[config.mk]
export PLATFORM = sky130hd
export DESIGN_NAME = twiddle_angle_gen
export DESIGN_NICKNAME = d
export VERILOG_FILES = /design/src/rtl/twiddle_angle_gen.sv
export SDC_FILE = /design/constraint.sdc
export NUM_CORES = 1
export LEC_CHECK = 0
export BUFFER_PORTS_ARGS = -buffer_cell sky130_fd_sc_hd__buf_4
export CAP_MARGIN = 20
export CORE_MARGIN = 2
export CORE_UTILIZATION = 42
export CTS_BUF_LIST = sky130_fd_sc_hd__clkbuf_16
export CTS_CLUSTER_DIAMETER = 120
export DETAILED_ROUTE_END_ITERATION = 7
export PLACE_DENSITY_LB_ADDON = 0.1
export SYNTH_ARGS = -nofsm -noshare
export SYNTH_HDL_FRONTEND = slang
export SYNTH_SLANG_ARGS = --single-unit
export TNS_END_PERCENT = 20
[constraint.sdc]
create_clock -name clk -period 1.5 [get_ports clk]
set_clock_uncertainty 0.1 [all_clocks]
set_input_delay 0.225 -clock clk [delete_from_list [all_inputs] [get_ports clk]]
set_output_delay 0.225 -clock clk [all_outputs]
set_load 0.01 [all_outputs]
[src/rtl/twiddle_angle_gen.sv]
module twiddle_angle_gen #(
  parameter int LOG2N = 10,
  parameter int AW    = 16,
  parameter bit ACCUM = 1'b1
) (
  input  logic             clk,
  input  logic             rst_n,
  input  logic             run,
  input  logic [LOG2N-1:0] cnt,
  output logic             ang_vld,
  output logic [AW-1:0]    ang
);
  localparam int NB = LOG2N - 2;
  localparam int SH = AW - LOG2N;

  logic          k1, k2;
  logic [1:0]    mult;
  logic [NB-1:0] n3;
  logic [AW-1:0] ang_q, ang_nxt;
  logic          vld_q;

  assign k1   = cnt[LOG2N-1];
  assign k2   = cnt[LOG2N-2];
  assign mult = {k2, k1};
  assign n3   = cnt[NB-1:0];

  generate
    if (ACCUM) begin : g_acc
      logic [AW-1:0] step;
      logic [1:0]    seg_q;
      logic          seen_q;
      assign step = {{(AW-2){1'b0}}, mult} << SH;
      assign ang_nxt = (n3 == '0 || !seen_q || mult != seg_q) ? '0 : ang_q + step;
      always_ff @(posedge clk or negedge rst_n) begin
        if (!rst_n) begin
          seg_q  <= 2'b00;
          seen_q <= 1'b0;
        end else if (run) begin
          seg_q  <= mult;
          seen_q <= 1'b1;
        end
      end
    end else begin : g_mul
      logic [NB+1:0] prod;
      assign prod = ({2'b00, n3} & {(NB+2){k1}}) + ({1'b0, n3, 1'b0} & {(NB+2){k2}});
      assign ang_nxt = {{(AW-NB-2){1'b0}}, prod} << SH;
    end
  endgenerate

  always_ff @(posedge clk or negedge rst_n) begin
    if (!rst_n) begin
      ang_q <= '0;
      vld_q <= 1'b0;
    end else begin
      vld_q <= run;
      if (run) ang_q <= ang_nxt;
    end
  end

  assign ang     = ang_q;
  assign ang_vld = vld_q;
endmodule


==> qor.csv <==
stage;metric;value;unit
layout;fin_cells;122;
layout;drive_above_1_share;40.2;%
floorplan;dieArea;0.00216;mm^2
clock_tree;htree_levels;1;
timing;slew_viol_final;0;
job;maxCapViolCount;0;
power_and_ir_drop;clockPowerShare;42.4;%
floorplan;die_w;46.5;um
clock_tree;cts.path.max_buffers;2;
route;vias;568;
clock_tree;clkSlewWorstSetupHoldPaths;0.05;ns
run_status;status;finished with violations;
grt;grt_antenna_before_repair;0;
clock_tree;root_buffer;clkbuf_16;
route;ant_nets;0;
power_and_ir_drop;fin_total_pwr;1160;uW
min_path;hp-class;primary input to flip-flop;
place;placed_cells_incl_taps;117;
critical_path;start_kind;flip-flop;
route;drt-total-wl;1.52;mm
critical_path;worstPathRequired;1.51;ns
clock_tree;cts_inserted_buffers;3;
timing;finalSetupViolCount;3;
critical_path;cp.arrival;1.62;ns
critical_path;crit_start;ang[6];
floorplan;die_h;46.5;um
grt;grtUsageTotal;16.6;%
timing;fin_ws;-0.107;ns
power_and_ir_drop;peakVddDrop;0.000682;V
power_and_ir_drop;power_frac_comb;20.1;%
run_status;violations;setup timing;
grt;grt_start_max_net_pins;16;
place;dp_hpwl;1.08;mm
place;portBuffers;23;
layout;regArea;350;um^2
layout;multiInputGateArea;380;um^2
critical_path;path_class;flip-flop to flip-flop;
yosys;syn-instance-count;67;
clock_tree;cts_tree;done;
power_and_ir_drop;internal_power;878;uW
critical_path;critPathMaxFanout;3;
critical_path;reg2reg_from;ang[6];
clock_tree;clk_latency;0.24;ns
route;drt_iter0_drc;2;
floorplan;rows;15;
timing;rsz0062_at_grt;true;
critical_path;r2r_slack;-0.11;ns
layout;syn2layout_area_growth;38.7;%
power_and_ir_drop;p_sw_share;24.0;%
yosys;synth_seq_area_share;46.1;%
layout;antenna_cells;0;
critical_path;end_kind;flip-flop;
floorplan;start_util;44.5;%
yosys;ys_types;19;
timing;fin_crit;1.61;ns
clock_tree;cts_setup_buffers;0;
critical_path;r2r_end;ang[14];
timing;period_share;107;%
floorplan;core;0.00171;mm^2
floorplan;io_pins;30;
critical_path;r2r_cells;6;
power_and_ir_drop;power.leakage;0.000528;uW
timing;finalHoldViolCount;0;
yosys;syn_area;759;um^2
place;gp_congestion;0.710;
route;routedWlPerCell;12.4;um
clock_tree;cts_sinks;14;
critical_path;endpoint;ang[14];
grt;overflow;0;
yosys;synth_warnings;0;
power_and_ir_drop;power_density;1100;mW/mm^2
yosys;syn-mean-instance-area;11.3;um^2
power_and_ir_drop;p_switching;278;uW
route;via_per_inst;4.66;
timing;max_freq;622;MHz
min_path;holdPathStages;1;
route;remaining_drc_errors;0;
power_and_ir_drop;power_frac_seq;37.6;%
grt;grt_pass1_vias;558;
route;first_pass_iters;2;
yosys;synth-seq-cells;14;
grt;grt_pass1_wl;2.44;mm
layout;fill_cells;148;
layout;fin_nets;114;
[per-layer routing]
metal | share of wire, % | global-route usage, %
met1 | 43 | 19.9
met3 | 6.1 | 3.92
met4 | 0.66 | 6.86
met5 | 0 | 0
met2 | 50 | 28.1
[power by group through the flow]
stage | clock network (uW) | logic [uW] | registers [uW]
2_1_floorplan | 0 | 112 | 448
3_3_place_gp | 0 | 228 | 438
3_5_place_dp | 0 | 232 | 440
4_1_cts | 501 | 236 | 434
5_1_grt | 525 | 260 | 439
6_report | 490 | 232 | 434
[cell families after synthesis]
group	Yosys count	synth area share, %
compound gates	3	5.11
xor+xnor	10	11.5
fa+ha+maj	3	5.93
buf+inv	7	6.92
flops	14	46.1
mux	4	5.60
other cells	1	0.494
simple gates	25	18.3
[worst min-delay path by stage]
stage                          to  startpoint  slack (ns)
after detailed placement  ang[11]       rst_n       -0.01
after floorplan           ang[10]       rst_n       -0.17
after global placement    ang[11]       rst_n       -0.02
final                     ang_vld         run        0.12
after CTS                 ang_vld         run        0.12
after global routing      ang_vld         run        0.12
[synthesized netlist by cell type]
library cell | instances | area [um^2]
nor2_1 | 10 | 37.5
or2_2 | 1 | 6.26
mux2i_1 | 2 | 20.0
and4_1 | 1 | 8.76
nand3_1 | 4 | 20.0
xor2_1 | 10 | 87.6
conb_1 | 1 | 3.75
dfrtp_1 | 14 | 350
buf_4 | 7 | 52.6
and3_1 | 3 | 18.8
ha_1 | 2 | 25.0
a21boi_4 | 1 | 18.8
nor4_2 | 2 | 25.0
a21o_1 | 1 | 7.51
nand2_1 | 1 | 3.75
fa_1 | 1 | 20.0
nand4_1 | 3 | 18.8
mux2_2 | 2 | 22.5
a211oi_2 | 1 | 12.5
[registers in the layout (all words and copies together) (netlist names)]
| signal | flops |
|---|---|
| ang_vld | 1 |
| ang | 10 |
| g_acc.seg_q | 2 |
| g_acc.seen_q | 1 |
[metrics by stage]
step           setup TNS [ns]  util [%]  cell area, um^2  hold WS, ns  worst slack [ns]
2_1_floorplan          -0.105         -              783       -0.171            -0.105
3_3_place_gp           -0.144      56.5              965      -0.0172           -0.0810
3_5_place_dp           -0.173      56.5              965      -0.0129           -0.0808
4_1_cts                -0.226      61.7             1050        0.118            -0.109
5_1_grt                -0.530      61.7             1050        0.117            -0.190
6_report               -0.203      61.7             1050        0.122            -0.107
[critical path, stage by stage (launching register included)]
cell	delay (ns)
dfrtp_1	0.37
ha_2	0.19
fa_2	0.35
and3_1	0.18
nand3_1	0.09
xor2_1	0.15
nor2_1	0.06
[layout by cell type, fill, tap and decap left out]
cell type,n
and4_1,1
dfrtp_1,14
mux2_2,2
or2_2,1
nor4_2,2
nor2_1,10
nand3_1,4
clkinv_1,1
nand4_1,3
a21o_1,1
a211oi_2,1
conb_1,6
ha_2,1
mux2i_1,2
fa_2,1
buf_4,27
and3_1,3
dlygate4sd3_1,1
nand2_1,1
a21boi_4,1
clkbuf_16,3
xor2_1,10
ha_1,1
[area by class of cell]
type,instances,share of cell area (%)
clock buffers,3,7.13
well taps,25,2.97
multi-input cells,51,36.1
repair buffers,28,20.2
clock inverters,1,0.356
flip-flops and latches,14,33.3
[timing repair]
action / CTS / global route
cloned: 0 / 0
hold endpoints to repair: 14 / 0
endpoints found under the setup margin: 3 / 7
pin swaps: 1 / 1
gates resized for setup: 0 / 0
hold buffers: 1 / 0
No activity file was read; power rests on OpenSTA's default activity.
